### src/rtl/tokc_pkg.sv
package tokc_pkg;

   typedef enum logic [2:0] {
      RQ_IDLE,
      RQ_TSEND,
      RQ_TWAIT,
      RQ_PWAIT,
      RQ_PSEND,
      RQ_PHELD,
      RQ_DSEND
   } rq_state_e;

   function automatic int max2(input int a, input int b);
      return (a > b) ? a : b;
   endfunction

endpackage

### src/rtl/tokc_lines.sv
module tokc_lines #(
   parameter int NB = 4,
   parameter int CW = 3,
   parameter int BW = 2
) (
   input  logic                  clk,
   input  logic                  rst_n,
   input  logic                  add_en,
   input  logic [BW-1:0]         add_blk,
   input  logic [CW-1:0]         add_tok,
   input  logic                  add_dat,
   input  logic                  clr_en,
   input  logic [BW-1:0]         clr_blk,
   input  logic                  wr_en,
   input  logic [BW-1:0]         wr_blk,
   output logic [NB-1:0][CW-1:0] cnt_o,
   output logic [NB-1:0]         dv_o
);

   for (genvar b = 0; b < NB; b++) begin : g_line
      logic hit_add, hit_clr, hit_wr;
      logic [CW-1:0] base;
      assign hit_add = add_en && (add_blk == BW'(b));
      assign hit_clr = clr_en && (clr_blk == BW'(b));
      assign hit_wr  = wr_en  && (wr_blk  == BW'(b));
      assign base    = hit_clr ? '0 : cnt_o[b];

      always_ff @(posedge clk) begin
         if (!rst_n) begin
            cnt_o[b] <= '0;
            dv_o[b]  <= 1'b0;
         end else begin
            cnt_o[b] <= hit_add ? base + add_tok : base;
            if (hit_add && add_dat)
               dv_o[b] <= 1'b1;
            else if (hit_clr)
               dv_o[b] <= 1'b0;
            else if (hit_wr)
               dv_o[b] <= 1'b1;
         end
      end
   end

endmodule

### src/rtl/tokc_ptable.sv
module tokc_ptable #(
   parameter int NB = 4,
   parameter int BW = 2,
   parameter int NW = 2
) (
   input  logic                  clk,
   input  logic                  rst_n,
   input  logic                  upd_en,
   input  logic                  upd_act,
   input  logic [BW-1:0]         upd_blk,
   input  logic [NW-1:0]         upd_node,
   output logic [NB-1:0]         act_o,
   output logic [NB-1:0][NW-1:0] node_o
);

   for (genvar b = 0; b < NB; b++) begin : g_entry
      always_ff @(posedge clk) begin
         if (!rst_n) begin
            act_o[b]  <= 1'b0;
            node_o[b] <= '0;
         end else if (upd_en && upd_blk == BW'(b)) begin
            act_o[b] <= upd_act;
            if (upd_act)
               node_o[b] <= upd_node;
         end
      end
   end

endmodule

### src/rtl/tokc_retry.sv
module tokc_retry
   import tokc_pkg::*;
#(
   parameter int BW = 2,
   parameter int REQ_TIMEOUT = 8,
   parameter int PERSIST_TIMEOUT = 32,
   parameter int MAX_RETRY = 4
) (
   input  logic          clk,
   input  logic          rst_n,
   input  logic          miss,
   input  logic          op_store,
   input  logic [BW-1:0] op_blk,
   input  logic          req_perm,
   input  logic          treq_ready,
   input  logic          preq_ready,
   input  logic          deact_ready,
   output logic [BW-1:0] req_blk,
   output logic          req_store,
   output logic          treq_valid,
   output logic          preq_valid,
   output logic          deact_valid
);

   localparam int TW = $clog2(max2(REQ_TIMEOUT, PERSIST_TIMEOUT) + 1);
   localparam int RW = $clog2(MAX_RETRY + 1);

   rq_state_e     st;
   logic [TW-1:0] tmr;
   logic [RW-1:0] tries;

   assign treq_valid  = (st == RQ_TSEND);
   assign preq_valid  = (st == RQ_PSEND);
   assign deact_valid = (st == RQ_DSEND);

   always_ff @(posedge clk) begin
      if (!rst_n) begin
         st        <= RQ_IDLE;
         tmr       <= '0;
         tries     <= '0;
         req_blk   <= '0;
         req_store <= 1'b0;
      end else begin
         unique case (st)
            RQ_IDLE: if (miss) begin
               req_blk   <= op_blk;
               req_store <= op_store;
               tries     <= '0;
               st        <= RQ_TSEND;
            end
            RQ_TSEND: if (treq_ready) begin
               tmr <= '0;
               st  <= RQ_TWAIT;
            end
            RQ_TWAIT: begin
               if (req_perm)
                  st <= RQ_IDLE;
               else if (tmr == TW'(REQ_TIMEOUT - 1)) begin
                  tmr <= '0;
                  if (tries == RW'(MAX_RETRY - 1))
                     st <= RQ_PWAIT;
                  else begin
                     tries <= tries + 1'b1;
                     st    <= RQ_TSEND;
                  end
               end else
                  tmr <= tmr + 1'b1;
            end
            RQ_PWAIT: begin
               if (req_perm)
                  st <= RQ_IDLE;
               else if (tmr == TW'(PERSIST_TIMEOUT - 1))
                  st <= RQ_PSEND;
               else
                  tmr <= tmr + 1'b1;
            end
            RQ_PSEND: if (preq_ready) st <= RQ_PHELD;
            RQ_PHELD: if (req_perm)   st <= RQ_DSEND;
            RQ_DSEND: if (deact_ready) st <= RQ_IDLE;
            default:  st <= RQ_IDLE;
         endcase
      end
   end

endmodule

### src/rtl/tokc_node.sv
module tokc_node
   import tokc_pkg::*;
#(
   parameter int NUM_BLOCKS      = 4,
   parameter int TOTAL_TOKENS    = 4,
   parameter int NUM_NODES       = 4,
   parameter int NODE_ID         = 0,
   parameter int REQ_TIMEOUT     = 8,
   parameter int PERSIST_TIMEOUT = 32,
   parameter int MAX_RETRY       = 4,
   localparam int BLK_W  = $clog2(NUM_BLOCKS),
   localparam int CNT_W  = $clog2(TOTAL_TOKENS + 1),
   localparam int NODE_W = $clog2(NUM_NODES)
) (
   input  logic              clk,
   input  logic              rst_n,
   input  logic              op_valid,
   input  logic              op_store,
   input  logic [BLK_W-1:0]  op_blk,
   output logic              op_done,
   input  logic              rsp_valid,
   input  logic [BLK_W-1:0]  rsp_blk,
   input  logic [CNT_W-1:0]  rsp_tokens,
   input  logic              rsp_data,
   input  logic              ptab_valid,
   input  logic              ptab_activate,
   input  logic [BLK_W-1:0]  ptab_blk,
   input  logic [NODE_W-1:0] ptab_node,
   input  logic              evict_valid,
   input  logic [BLK_W-1:0]  evict_blk,
   output logic              evict_ready,
   output logic              tok_valid,
   input  logic              tok_ready,
   output logic [BLK_W-1:0]  tok_blk,
   output logic [CNT_W-1:0]  tok_tokens,
   output logic              tok_data,
   output logic              tok_to_mem,
   output logic [NODE_W-1:0] tok_dest,
   output logic              treq_valid,
   input  logic              treq_ready,
   output logic [BLK_W-1:0]  treq_blk,
   output logic              treq_store,
   output logic              preq_valid,
   input  logic              preq_ready,
   output logic [BLK_W-1:0]  preq_blk,
   output logic              preq_store,
   output logic              deact_valid,
   input  logic              deact_ready,
   output logic [BLK_W-1:0]  deact_blk
);

   if (NUM_BLOCKS < 2 || (1 << BLK_W) != NUM_BLOCKS) begin : g_bad_nb
      $error("NUM_BLOCKS must be a power of two, at least 2");
   end
   if (NUM_NODES < 2 || NODE_ID >= NUM_NODES) begin : g_bad_node
      $error("NODE_ID must lie below NUM_NODES, NUM_NODES at least 2");
   end
   if (TOTAL_TOKENS < 1 || REQ_TIMEOUT < 1 || PERSIST_TIMEOUT < 1 || MAX_RETRY < 1) begin : g_bad_cfg
      $error("token total, timeouts and retry limit must be positive");
   end

   logic [NUM_BLOCKS-1:0][CNT_W-1:0]  cnt_q;
   logic [NUM_BLOCKS-1:0]             dv_q;
   logic [NUM_BLOCKS-1:0]             pt_act;
   logic [NUM_BLOCKS-1:0][NODE_W-1:0] pt_node;
   logic [BLK_W-1:0]                  req_blk;
   logic                              req_store, req_perm, miss;
   logic                              fwd_pend, ev_has, send;
   logic [BLK_W-1:0]                  fwd_blk;

   function automatic logic allowed(input logic [CNT_W-1:0] c, input logic st);
      return st ? (c == CNT_W'(TOTAL_TOKENS)) : (c != '0);
   endfunction

   assign op_done  = op_valid && allowed(cnt_q[op_blk], op_store);
   assign miss     = op_valid && !op_done;
   assign req_perm = allowed(cnt_q[req_blk], req_store);

   always_comb begin
      fwd_pend = 1'b0;
      fwd_blk  = '0;
      for (int b = NUM_BLOCKS - 1; b >= 0; b--) begin
         if (pt_act[b] && pt_node[b] != NODE_W'(NODE_ID) && cnt_q[b] != '0) begin
            fwd_pend = 1'b1;
            fwd_blk  = BLK_W'(b);
         end
      end
   end

   assign ev_has      = (cnt_q[evict_blk] != '0);
   assign tok_valid   = fwd_pend || (evict_valid && ev_has);
   assign tok_blk     = fwd_pend ? fwd_blk : evict_blk;
   assign tok_tokens  = cnt_q[tok_blk];
   assign tok_data    = dv_q[tok_blk];
   assign tok_to_mem  = !fwd_pend;
   assign tok_dest    = fwd_pend ? pt_node[fwd_blk] : '0;
   assign evict_ready = !fwd_pend && (!ev_has || tok_ready);
   assign send        = tok_valid && tok_ready;

   assign treq_blk   = req_blk;
   assign treq_store = req_store;
   assign preq_blk   = req_blk;
   assign preq_store = req_store;
   assign deact_blk  = req_blk;

   tokc_lines #(.NB(NUM_BLOCKS), .CW(CNT_W), .BW(BLK_W)) i_lines (
      .clk     (clk),
      .rst_n   (rst_n),
      .add_en  (rsp_valid),
      .add_blk (rsp_blk),
      .add_tok (rsp_tokens),
      .add_dat (rsp_data),
      .clr_en  (send),
      .clr_blk (tok_blk),
      .wr_en   (op_done && op_store),
      .wr_blk  (op_blk),
      .cnt_o   (cnt_q),
      .dv_o    (dv_q)
   );

   tokc_ptable #(.NB(NUM_BLOCKS), .BW(BLK_W), .NW(NODE_W)) i_ptable (
      .clk      (clk),
      .rst_n    (rst_n),
      .upd_en   (ptab_valid),
      .upd_act  (ptab_activate),
      .upd_blk  (ptab_blk),
      .upd_node (ptab_node),
      .act_o    (pt_act),
      .node_o   (pt_node)
   );

   tokc_retry #(
      .BW              (BLK_W),
      .REQ_TIMEOUT     (REQ_TIMEOUT),
      .PERSIST_TIMEOUT (PERSIST_TIMEOUT),
      .MAX_RETRY       (MAX_RETRY)
   ) i_retry (
      .clk         (clk),
      .rst_n       (rst_n),
      .miss        (miss),
      .op_store    (op_store),
      .op_blk      (op_blk),
      .req_perm    (req_perm),
      .treq_ready  (treq_ready),
      .preq_ready  (preq_ready),
      .deact_ready (deact_ready),
      .req_blk     (req_blk),
      .req_store   (req_store),
      .treq_valid  (treq_valid),
      .preq_valid  (preq_valid),
      .deact_valid (deact_valid)
   );

endmodule

### config.mk
export PLATFORM = sky130hd
export DESIGN_NAME = tokc_node
export DESIGN_NICKNAME = d
export VERILOG_FILES = /design/src/rtl/tokc_pkg.sv /design/src/rtl/tokc_lines.sv /design/src/rtl/tokc_ptable.sv /design/src/rtl/tokc_retry.sv /design/src/rtl/tokc_node.sv
export SDC_FILE = /design/constraint.sdc
export NUM_CORES = 1
export LEC_CHECK = 0
export BUFFER_PORTS_ARGS = -buffer_cell sky130_fd_sc_hd__buf_2
export CORE_UTILIZATION = 38
export DETAILED_ROUTE_END_ITERATION = 10
export PLACE_DENSITY_LB_ADDON = 0.3
export SYNTH_ARGS = -nofsm -noshare
export SYNTH_HDL_FRONTEND = slang
export SYNTH_SLANG_ARGS = --single-unit
### constraint.sdc
create_clock -name clk -period 3.9 [get_ports clk]
set_clock_uncertainty 0.2 [all_clocks]
set_input_delay 0.78 -clock clk [delete_from_list [all_inputs] [get_ports clk]]
set_output_delay 0.78 -clock clk [all_outputs]
set_load 0.005 [all_outputs]
# --- Word level (Yosys, flattened, before mapping) ---
# Index checks and enable logic that the tools add are counted.
classes:
  addsub: 6
  order_cmp: 5
  eq_ne: 35
  n_mux: 66
  reduce_logical: 69
ops:
  columns: ["operator", "n"]
  rows:
  - ["$mux W3", 25]
  - ["$reduce_bool A3 Y1", 12]
  - ["$logic_and A1 B1 Y1", 34]
  - ["$mux W6", 5]
  - ["$bmux W3 S2", 4]
  - ["$pmux W3 S7", 1]
  - ["$mux W1", 19]
  - ["$pmux W6 S3", 1]
  - ["$eq A2 B2 Y1 const B", 8]
  - ["$mux W2", 8]
  - ["$eq A3 B3 Y1 const B", 5]
  - ["$lt A2 B3 Y1 const B", 5]
  - ["$add A3 B3 Y3", 4]
  - ["$ne A2 B1 Y1 const B", 6]
  - ["$reduce_and A2 Y1", 5]
  - ["$reduce_and A5 Y1", 2]
  - ["$reduce_bool A2 Y1", 5]
  - ["$eq A3 B2 Y1 const B", 3]
  - ["$eq A2 B1 Y1 const B", 4]
  - ["$logic_not A2 Y1", 4]
  - ["$ne A2 B2 Y1 const B", 4]
  - ["$reduce_and A7 Y1", 1]
  - ["$add A6 B1 Y6 const B", 1]
  - ["$eq A6 B3 Y1 const B", 1]
  - ["10 further kinds", 14]
totals:
  ff_bits: 43
  in_bits: 26
  out_inout_bits: 23
  wordCells: 202

# --- Longest topological paths before layout ---
# Gate-level depths: netlist of run 1.
depth:
  ltp_word: 13
  ltp_mapped: 13
  mapped_depth_nobuf: 12

# --- Modules after synthesis ---
# From an unflattened synthesis of run 1, not the netlist that was laid out.
unflattened:
  cells_unflattened: 346
  hier_area_um2: 2934.1
modules_own_cells:
  columns: ["module", "n_inst", "cells_per_inst", "area_each_um2", "seq_area_each_um2"]
  rows:
  - ["tokc_retry", 1, 114, 948.4, 300.3]
  - ["tokc_lines", 1, 104, 924.6, 320.3]
  - ["tokc_node", 1, 80, 571.8, 0.0]
  - ["tokc_ptable", 1, 48, 489.2, 240.2]

# --- Worst setup path after synthesis of run 1 ---
# No wires, ideal clock.
synth_timing:
  path_type: "input to register"
  startpoint: "input port evict_blk[1]"
  endpoint: "register i_lines.cnt_o[8] (netlist name)"
  arrival_time_ns: 3.207
  required_ns: 3.585
  path_slack_ns: 0.378
  cell_stages: 13
  path_buffers: 1
  path_cell_list: "buf_2 nor4_1 a2111oi_2 o41ai_2 or2_2 nor2_1 nor2b_1 ha_1 fa_1 xnor2_1 nor2_1 xnor2_1 and2_1"
synth_via:
  elab_chain_cells: 10
  word_cells_on_any_way: 12
  classes_between: "1 x add/sub; 1 x eq/ne; 5 x mux; 5 x reduce/logical"
synth_lines:
  columns: ["element", "line", "source"]
  rows:
  - ["from (decl)", "tokc_node.sv:30", "input logic [BLK_W-1:0] evict_blk,"]
  - ["$bmux W3 S2", "tokc_node.sv:90", "assign ev_has = (cnt_q[evict_blk] != '0);"]
  - ["$mux W3 (implied by the code)", "tokc_node.sv:90", null]
  - ["$reduce_bool A3 Y1", "tokc_node.sv:90", null]
  - ["$logic_and A1 B1 Y1", "tokc_node.sv:91", "assign tok_valid = fwd_pend || (evict_valid && ev_has);"]
  - ["$logic_or A1 B1 Y1", "tokc_node.sv:91", null]
  - ["$logic_and A1 B1 Y1", "tokc_node.sv:98", "assign send = tok_valid && tok_ready;"]
  - ["$logic_and A1 B1 Y1 (*)", "tokc_lines.sv:24", "assign hit_clr = clr_en && (clr_blk == BW'(b));"]
  - ["$mux W3 (*)", "tokc_lines.sv:26", "assign base = hit_clr ? '0 : cnt_o[b];"]
  - ["$add A3 B3 Y3", "tokc_lines.sv:33", "cnt_o[b] <= hit_add ? base + add_tok : base;"]
  - ["$mux W3 (*)", "tokc_lines.sv:33", null]
  - ["to (signal, indexed assignment)", "tokc_lines.sv:33", null]
  - ["to (decl)", "tokc_lines.sv:16", "output logic [NB-1:0][CW-1:0] cnt_o,"]
# Every way passes the cells marked *; elsewhere a longest branch is shown, timed or not. The select of a mux whose other input is x is not followed.
# A chain may end at the register's enable or synchronous reset.

# --- Final worst setup path of run 1 ---
layout_timing:
  startpoint: "input port evict_blk[1]"
  endpoint: "register i_lines.cnt_o[11] (netlist name)"
# Same word-level chain as after synthesis.

==> reports/results.tsv, run 1 <==
metric	value	unit
commonest non-fill, non-tap cell in the layout	buf_2	
Worst Path Arrival	3.47	ns
family with the most delay on the worst path	simple AND/OR/NAND/NOR gates	
Critical Path RT	3.90	ns
CTS buffer count	5	
# resized after CTS	0	
CP endpoint kind	register	
Post-synth ARST share	0	%
first-pass GRT wire length	11800	µm
r2r startpoint	i_ptable.node_o[7]	
DP Cell Count	489	
hold wc startpoint	i_retry.tmr[5]	
status	complete, no violations	
Synth area leaders	dfxtp_1 29%, mux2i_1 6.1%, nand2_1 5.9%	
biggest cell delay along the critical path	0.45	ns
met2 Usage GRT	27.8	%
most common flop cell mapped by yosys	dfxtp_1	
vias post-DR	2687	
leakage power	1.39	nW
register area share after synthesis	29.3	%
post-CTS setup buffer count	0	
Crit Path Category	in -> reg	
number of global-route vias before repair	2461	
Post-Syn Area	2940	µm²
commonest cells after routing, fill and taps aside	48 x buf_2, 46 x nand2_1, 43 x dfxtp_1, 27 x nor2_1	
post-DR wirelength/cell	14.1	µm
crit-path cells	buf_2, nor4_1, a2111oi_2, o41ai_2, or2_2, nor2_1, nor2b_1, ha_1, fa_1, xnor2_1, nor2_1, xnor2_1, and2_1	
Synth area leader	dfxtp_1	
Slew HR	57.7	%
hold path depth	1	
Iter 0 DRT Violations	125	
Synth Instances	353	
critical path buffer and inverter count	1	
CP max-delay cell	a2111oi_2	
post-placement setup slack	0.146	ns
CTS Sinks	43	
peak supply drop	0.148	mV
Worst-Margin Slew	0.628	ns
hold endpoint	i_retry.tmr[5]	
Final Net Count	434	
First-pass DRT Iterations	4	
Final WS setup	0.429	ns
Die Width	90	µm
PwrDens	365	nW/µm²
Post-Syn Nets	390	
post-layout min period	3.47	ns
largest net degree at the start of global routing	53	
post-DP HPWL	5390	µm
GR Util met1	24.8	%
port bufs	48	
most used routing layer	met2	
r2r setup slk	0.49	ns
CTS tree	yes	
initial antenna violation count	0	
Finished Layout Cells	497	
Synth Warn #	0	
vias per cell	5.41	
Area Growth Syn to Fin	15.3	%
Final Max Tran Viols	0	
GP Congestion	0.840	
Ant. Diodes	0	
WP depth	13	
Total GRT Usage	17.7	%
clk root buf	clkbuf_8	
gr ovfl total	0	
worst min path class	reg -> reg	
CTS max path bufs	2	
htree depth	2	
initial core utilization	39.9	%
M3 GR Usage	2.79	%
I/O Pins	49	
Skew-Pair Late Insertion Delay	0.30	ns
Clock transition at path regs	0.09	ns
post-route ant nets	0	
syn_area_per_cell	8.34	µm²
number of flops mapped to enable cells by yosys	0	
DRC	0	
setup_tns	0	ns
element type at the critical path start	input pin	
drt total wl	7000	µm
Synth top area share	29.3	%
worst reg2reg path depth	12	
Yosys cell types	60	
Synth Register Bits	43	
top fanout value on the critical path	7	
die area	8100	µm²
Fmax	288	MHz
Core ar.	7370	µm²
setup violators final	0	
row cnt	31	
Hold WS	0.266	ns
max-cap viol count	0	
Die Y	90	µm
hold buffer count at cts	0	
RSZ-0062 raised after global routing	no	
layout cell share with drive strength beyond 1	21.6	%
r2r endpoint	i_lines.cnt_o[2]	
Fin. Hold Viols	0	
period utilisation layout	89.0	%
## flip-flops by register name, indices dropped and copies added, names as in the netlist
signal	flops
i_retry.req_blk	2
i_lines.dv_o	4
i_retry.tmr	6
i_retry.st	3
i_retry.req_store	1
i_ptable.act_o	4
i_lines.cnt_o	12
i_ptable.node_o	8
i_retry.tries	3
## how the worst max path moves through the flow
stage,end,startpoint,slack [ns]
2_1_floorplan,i_lines.cnt_o[8],evict_blk[1],0.38
3_3_place_gp,i_lines.cnt_o[11],evict_blk[1],0.22
3_5_place_dp,i_lines.cnt_o[11],evict_blk[1],0.15
4_1_cts,i_lines.cnt_o[11],evict_blk[1],0.46
5_1_grt,i_lines.cnt_o[8],evict_blk[1],0.18
6_report,i_lines.cnt_o[11],evict_blk[1],0.43
## metrics by stage
step / area [µm²] / power, W / utilization, %
final: 3390 / 0.00124 / 46.1
after global routing: 3390 / 0.00131 / 46.1
after CTS: 3390 / 0.00125 / 46.1
after detailed placement: 3260 / 0.000838 / 44.3
after global placement: 3260 / 0.000835 / 44.3
after floorplan: 2940 / 0.000753 / -
## Yosys cell counts (all sizes together) (2+ instances only)
library cell and n:
o21a 6, o31ai 9, clkbuf 8, ha 7, inv 14, nand3 17
nor2 27, nor3b 3, or3 6, nand2 46, or2 4, xor2 2
dfxtp 43, mux2i 18, nand2b 4, a221oi 2, nand4b 2, o21ai 20
a21oi 7, and2 5, buf 8, a2111oi 2, nand4 3, o211ai 2
o22ai 10, nor2b 18, a31oi 3, nor3 11, mux4 3, nand3b 6
xnor2 5, and3 4, nor4 4, fa 4, a21boi 6
## report_power, final
group | internal [W] | switching (W)
registers | 0.000467 | 0.0000498
clock network | 0.000256 | 0.000156
logic | 0.000148 | 0.000163
## per-layer routing
metal	wire length [µm]	up-vias	share of wire, %
met1	3440	1252	49
li1	-	1359	-
met5	0	-	0
met2	3170	69	45
met4	90	0	1.3
met3	298	7	4.3
## area by class of cell
| class | instances | area, µm² |
|---|---|---|
| clock inverters | 2 | 60.1 |
| inverters | 14 | 52.6 |
| repair buffers | 53 | 278 |
| multi-input cells | 280 | 1950 |
| clock buffers | 6 | 72.6 |
| fillers | 725 | 3980 |
| flip-flops and latches | 43 | 861 |
| well taps | 99 | 124 |
## logic make-up after synthesis
kind of cell / synth area share (%)
AND/OR/NAND/NOR: 29.6
AO/OA/AOI/OAI: 19.9
flip-flops: 29.3
buffers and inverters: 4.59
multiplexers: 8.93
adder cells (fa/ha/maj): 5.70
XOR/XNOR: 2.08
## worst reg2reg max path, cell delays in order (launching register included)
cell and delay, ns:
dfxtp_1 0.33, o21ai_0 0.43, o22ai_2 0.20, o21bai_4 0.29
inv_2 0.18, nor3_1 0.47, nor2_1 0.09, ha_1 0.21
fa_1 0.37, xor2_1 0.14, nand2_1 0.08, xor2_1 0.17
and2_1 0.15
Power figures use the tool's default switching activity.
==> run 2: changes to the inputs <==
- CORE_UTILIZATION: 38 -> 40
==> run 2 against run 1 <==
  * Die area decreased by 4.9%
  * Routed wire length increased by 0.29%
  * Global-route usage increased by 1.2 points
  * Flip-flop and latch count unchanged
  * Largest power group unchanged
  * Critical path type unchanged
==> reports/results.tsv, run 2 (synthesis results as in run 1) <==
metric	value	unit	change
row cnt	30		-3.2%
post-layout min period	3.58	ns	+0.108 ns
Slew HR	55.1	%	-2.7 points
r2r setup slk	0.44	ns	-0.05 ns
Fin. Hold Viols	0		unchanged
largest net degree at the start of global routing	53		unchanged
period utilisation layout	91.8	%	+2.8 points
# resized after CTS	0		unchanged
element type at the critical path start	input pin		
post-DP HPWL	5430	µm	+0.87%
RSZ-0062 raised after global routing	no		
Final Net Count	432		-0.46%
setup violators final	0		unchanged
I/O Pins	49		unchanged
Core ar.	6940	µm²	-5.8%
Worst Path Arrival	3.57	ns	+0.10 ns
vias post-DR	2697		+0.37%
CP endpoint kind	register		
Die Width	87.8	µm	-2.5%
Skew-Pair Late Insertion Delay	0.29	ns	about the same
number of flip-flops in the largest register	12		unchanged
initial antenna violation count	0		unchanged
Fmax	279	MHz	-3.0%
initial core utilization	42.4	%	+2.4 points
Area Growth Syn to Fin	13.2	%	
CTS buffer count	5		unchanged
Worst-Margin Slew	0.673	ns	+0.0452 ns
hold path depth	2		+1
max-cap viol count	0		unchanged
clk root buf	clkbuf_8		
vias per cell	5.49		+1.6%
die area	7700	µm²	-4.9%
GP Congestion	0.839		-0.19%
Critical Path RT	3.89	ns	about the same
CTS Sinks	43		unchanged
post-CTS setup buffer count	0		unchanged
Ant. Diodes	0		unchanged
port bufs	48		unchanged
Total GRT Usage	18.9	%	+1.2 points
worst reg2reg path depth	12		unchanged
layout cell share with drive strength beyond 1	21.3	%	-0.34 points
Finished Layout Cells	491		-1.2%
biggest regs	i_lines.cnt_o: 12 flops, i_ptable.node_o: 8 flops, i_retry.tmr: 6 flops		
CTS max path bufs	2		unchanged
commonest non-fill, non-tap cell in the layout	buf_2		
gr ovfl total	0		unchanged
Die Y	87.8	µm	-2.5%
register with the most flip-flops	i_lines.cnt_o		
hold buffer count at cts	0		unchanged
hold wc startpoint	i_retry.tries[1]		
commonest cells after routing, fill and taps aside	48 x buf_2, 46 x nand2_1, 43 x dfxtp_1, 27 x nor2_1		
Crit Path Category	in -> reg		
DRC	0		unchanged
Clock transition at path regs	0.08	ns	about the same
number of global-route vias before repair	2430		-1.3%
leakage power	1.36	nW	-2.1%
drt total wl	7020	µm	+0.29%
Iter 0 DRT Violations	129		+3.2%
hold endpoint	i_retry.tries[1]		
worst min path class	reg -> reg		
status	complete, no violations		
Final Max Tran Viols	0		unchanged
First-pass DRT Iterations	4		unchanged
CTS tree	yes		
DP Cell Count	484		-1.0%
first-pass GRT wire length	11400	µm	-3.2%
setup_tns	0	ns	unchanged
peak supply drop	0.149	mV	+0.72%
post-route ant nets	0		unchanged
htree depth	2		unchanged
top fanout value on the critical path	7		unchanged
post-DR wirelength/cell	14.3	µm	+1.5%
r2r startpoint	i_lines.cnt_o[6]		
PwrDens	335	nW/µm²	-8.4%
r2r endpoint	i_lines.cnt_o[8]		
run 2: cell count changes in the layout (fill, tap and decap cells not counted), sizes merged:
cell	previous run	this run
buf	53	51
bufinv	2	0
clkinv	0	1
run 2: stage by stage:
stage	cell area (µm²)	setup slack [ns]	hold WS [ns]	utilization [%]	power [W]
2_1_floorplan	2940	0.378	0.225	-	0.000753
3_3_place_gp	3240	0.231	0.247	46.7	0.000832
3_5_place_dp	3240	0.0754	0.248	46.7	0.000838
4_1_cts	3330	0.353	0.266	48.0	0.00112
5_1_grt	3330	0.163	0.278	48.0	0.00118
6_report	3330	0.321	0.272	48.0	0.00111
run 2: area by class of cell:
class | count | area, µm²
clock inverter | 1 | 5.00
multi-input combinational | 280 | 1950
clock buffer | 6 | 82.6
timing repair buffer | 51 | 263
tap | 96 | 120
sequential | 43 | 861
inverter | 14 | 52.6
fill | 711 | 3610
run 2: layer usage:
layer	track usage, %	vias to the layer above	part of all wire (%)
met3	3.30	11	4.4
li1	-	1356	-
met5	0	-	0
met2	31.9	57	47
met1	24.7	1273	47
met4	5.37	0	1.5
run 2: where the power goes:
part,switching [W],internal (W)
registers,0.0000507,0.000467
clock network,0.000149,0.000139
logic,0.000162,0.000147
total,0.000362,0.000753
run 2: how the worst max path moves through the flow:
stage	end	slack, ns	from
after floorplan	i_lines.cnt_o[8]	0.38	evict_blk[1]
after global placement	i_lines.cnt_o[11]	0.23	evict_blk[1]
after detailed placement	i_lines.cnt_o[8]	0.08	evict_blk[1]
after CTS	i_lines.cnt_o[8]	0.35	evict_blk[1]
after global routing	i_lines.cnt_o[2]	0.16	i_ptable.node_o[7]
final	i_lines.cnt_o[8]	0.32	evict_blk[1]
run 2: worst max-delay path, cell delays in order:
cell and delay (ns):
buf_2 0.18, nor4_1 0.10, a2111oi_2 0.48, o41ai_2 0.20, or2_2 0.31, nor2_1 0.30
nor2b_1 0.10, ha_1 0.21, fa_1 0.39, xnor2_1 0.17, nor2_1 0.06, xnor2_1 0.12
and2_1 0.15
==> run 3: changes to the inputs <==
- clock period: 3.9 -> 4.6 ns (I/O delays scaled with it)
==> run 3 against run 2 <==
  * Cell count fell by 0.81%
  * Flip-flop and latch count did not move
  * Register-to-register slack improved by 0.66 ns
  * Clock power fell by 24%
  * Largest cell class unchanged
  * Highest routed layer unchanged
==> reports/results.tsv, run 3 (synthesis results as in run 1) <==
metric	value	unit	change
CTS max path bufs	2		unchanged
Ant. Diodes	0		unchanged
CP max-delay cell	a2111oi_2		
status	complete, no violations		
CTS buffer count	5		unchanged
max-cap viol count	0		unchanged
CP endpoint kind	register		
DRC	0		unchanged
crit-path cells	buf_2, nor4_1, a2111oi_2, o41ai_2, or2_2, nor2_1, nor2b_1, ha_1, fa_1, xnor2_1, nor2_1, xnor2_1, and2_1		
combinational share of power	28.2	%	+0.4 points
First-pass DRT Iterations	4		unchanged
number of global-route vias before repair	2461		+1.3%
largest net degree at the start of global routing	54		+1.9%
Critical Path RT	4.59	ns	+0.70 ns
Crit Path Category	in -> reg		
I/O Pins	49		unchanged
vias per cell	5.47		-0.37%
post-route ant nets	0		unchanged
worst min path class	reg -> reg		
port bufs	48		unchanged
element type at the critical path start	input pin		
biggest cell delay along the critical path	0.46	ns	-0.02 ns
CTS tree	yes		
initial core utilization	42.4	%	unchanged
critical path buffer and inverter count	1		unchanged
register with the most flip-flops	i_lines.cnt_o		
leakage power	1.34	nW	-1.8%
family with the most delay on the worst path	simple AND/OR/NAND/NOR gates		
Total GRT Usage	18.9	%	about the same
Fmax	275	MHz	
Slew HR	44.2	%	-11 points
setup violators final	0		unchanged
initial antenna violation count	0		unchanged
period utilisation layout	79.2	%	
clk root buf	clkbuf_8		
Pint	0.000620	W	-18%
Core ar.	6940	µm²	unchanged
number of flip-flops in the largest register	12		unchanged
vias post-DR	2665		-1.2%
post-DP HPWL	5270	µm	-3.1%
Skew-Pair Late Insertion Delay	0.29	ns	about the same
peak supply drop	0.125	mV	-16%
CTS Sinks	43		unchanged
gr ovfl total	0		unchanged
htree depth	2		unchanged
GP Congestion	0.829		-1.2%
die area	7700	µm²	unchanged
Worst-Margin Slew	0.837	ns	+0.165 ns
row cnt	30		unchanged
PwrDens	279	nW/µm²	-17%
Final Max Tran Viols	0		unchanged
commonest non-fill, non-tap cell in the layout	buf_2		
top fanout value on the critical path	7		unchanged
first-pass GRT wire length	11400	µm	-0.18%
Final Total Pwr	0.000919	W	-18%
RSZ-0062 raised after global routing	no		
NetSw	0.000299	W	-17%
# resized after CTS	0		unchanged
commonest cells after routing, fill and taps aside	48 x buf_2, 46 x nand2_1, 43 x dfxtp_1, 27 x nor2_1		
Die Y	87.8	µm	unchanged
biggest regs	i_lines.cnt_o: 12 flops, i_ptable.node_o: 8 flops, i_retry.tmr: 6 flops		
Area Growth Syn to Fin	11.9	%	
Fin. Hold Viols	0		unchanged
layout cell share with drive strength beyond 1	20.2	%	-1.1 points
share of power burned in registers	47.8	%	+1.4 points
Clock transition at path regs	0.08	ns	about the same
Iter 0 DRT Violations	103		-20%
Worst Path Arrival	3.63	ns	+0.06 ns
setup_tns	0	ns	unchanged
post-layout min period	3.64	ns	
Clock power frac	24.0	%	-1.8 points
post-DR wirelength/cell	14.2	µm	-0.40%
Final Net Count	429		-0.69%
Die Width	87.8	µm	unchanged
post-CTS setup buffer count	0		unchanged
Net Sw Frac	32.5	%	+0.083 points
drt total wl	6930	µm	-1.2%
hold buffer count at cts	0		unchanged
==> run 3: final cells by class <==
type	count	area, µm²
inverters	14	52.6
multi-input cells	280	1950
fillers	704	3650
well taps	96	120
flip-flops and latches	43	861
clock buffers	6	72.6
repair buffers	48	240
==> run 3: power groups by stage <==
| stage | Sequential (W) | Combinational [W] | Clock (W) |
|---|---|---|---|
| 5_1_grt | 0.000447 | 0.000290 | 0.000240 |
| 6_report | 0.000440 | 0.000259 | 0.000220 |
| 2_1_floorplan | 0.000424 | 0.000214 | 0 |
| 4_1_cts | 0.000439 | 0.000260 | 0.000229 |
| 3_5_place_dp | 0.000448 | 0.000259 | 0 |
| 3_3_place_gp | 0.000447 | 0.000256 | 0 |
==> run 3: per-layer routing <==
metal | up-vias | part of all wire, % | GRT usage (%) | wire, µm
li1 | 1347 | - | - | -
met1 | 1263 | 48 | 24.9 | 3360
met2 | 51 | 47 | 31.5 | 3270
met3 | 4 | 3.3 | 3.49 | 230
met4 | 0 | 0.95 | 5.51 | 66
met5 | - | 0 | 0 | 0
==> run 3: path summary, 6_finish.rpt <==
path	from	slack, ns	endpoint	cells after the start
max	evict_blk[1]	0.96	i_lines.cnt_o[11]	13
min	i_retry.tmr[5]	0.27	i_retry.tmr[5]	1
max reg2reg	i_lines.cnt_o[9]	1.10	i_lines.cnt_o[2]	12
min reg2reg	i_retry.tmr[5]	0.27	i_retry.tmr[5]	1
==> run 3: metrics by stage <==
step                hold WS, ns  worst slack [ns]  area, µm²  std cells  utilization (%)
global placement          0.246             0.783       3220        481             46.4
global route              0.295             0.786       3290        487             47.4
finish                    0.266             0.959       3290        487             47.4
detailed placement        0.259             0.653       3220        481             46.4
floorplan                 0.225             0.938       2940        353                -
CTS                       0.273             0.960       3290        487             47.4
==> run 3: worst reg2reg max path, delay by kind of cell, from the launching register on <==
family / cells / cell delay, ns
adder cells (fa/ha/maj): 2 / 0.59
AND/OR/NAND/NOR: 5 / 1.22
AO/OA/AOI/OAI: 2 / 0.50
flip-flops: 1 / 0.40
buffers and inverters: 1 / 0.18
XOR/XNOR: 2 / 0.31
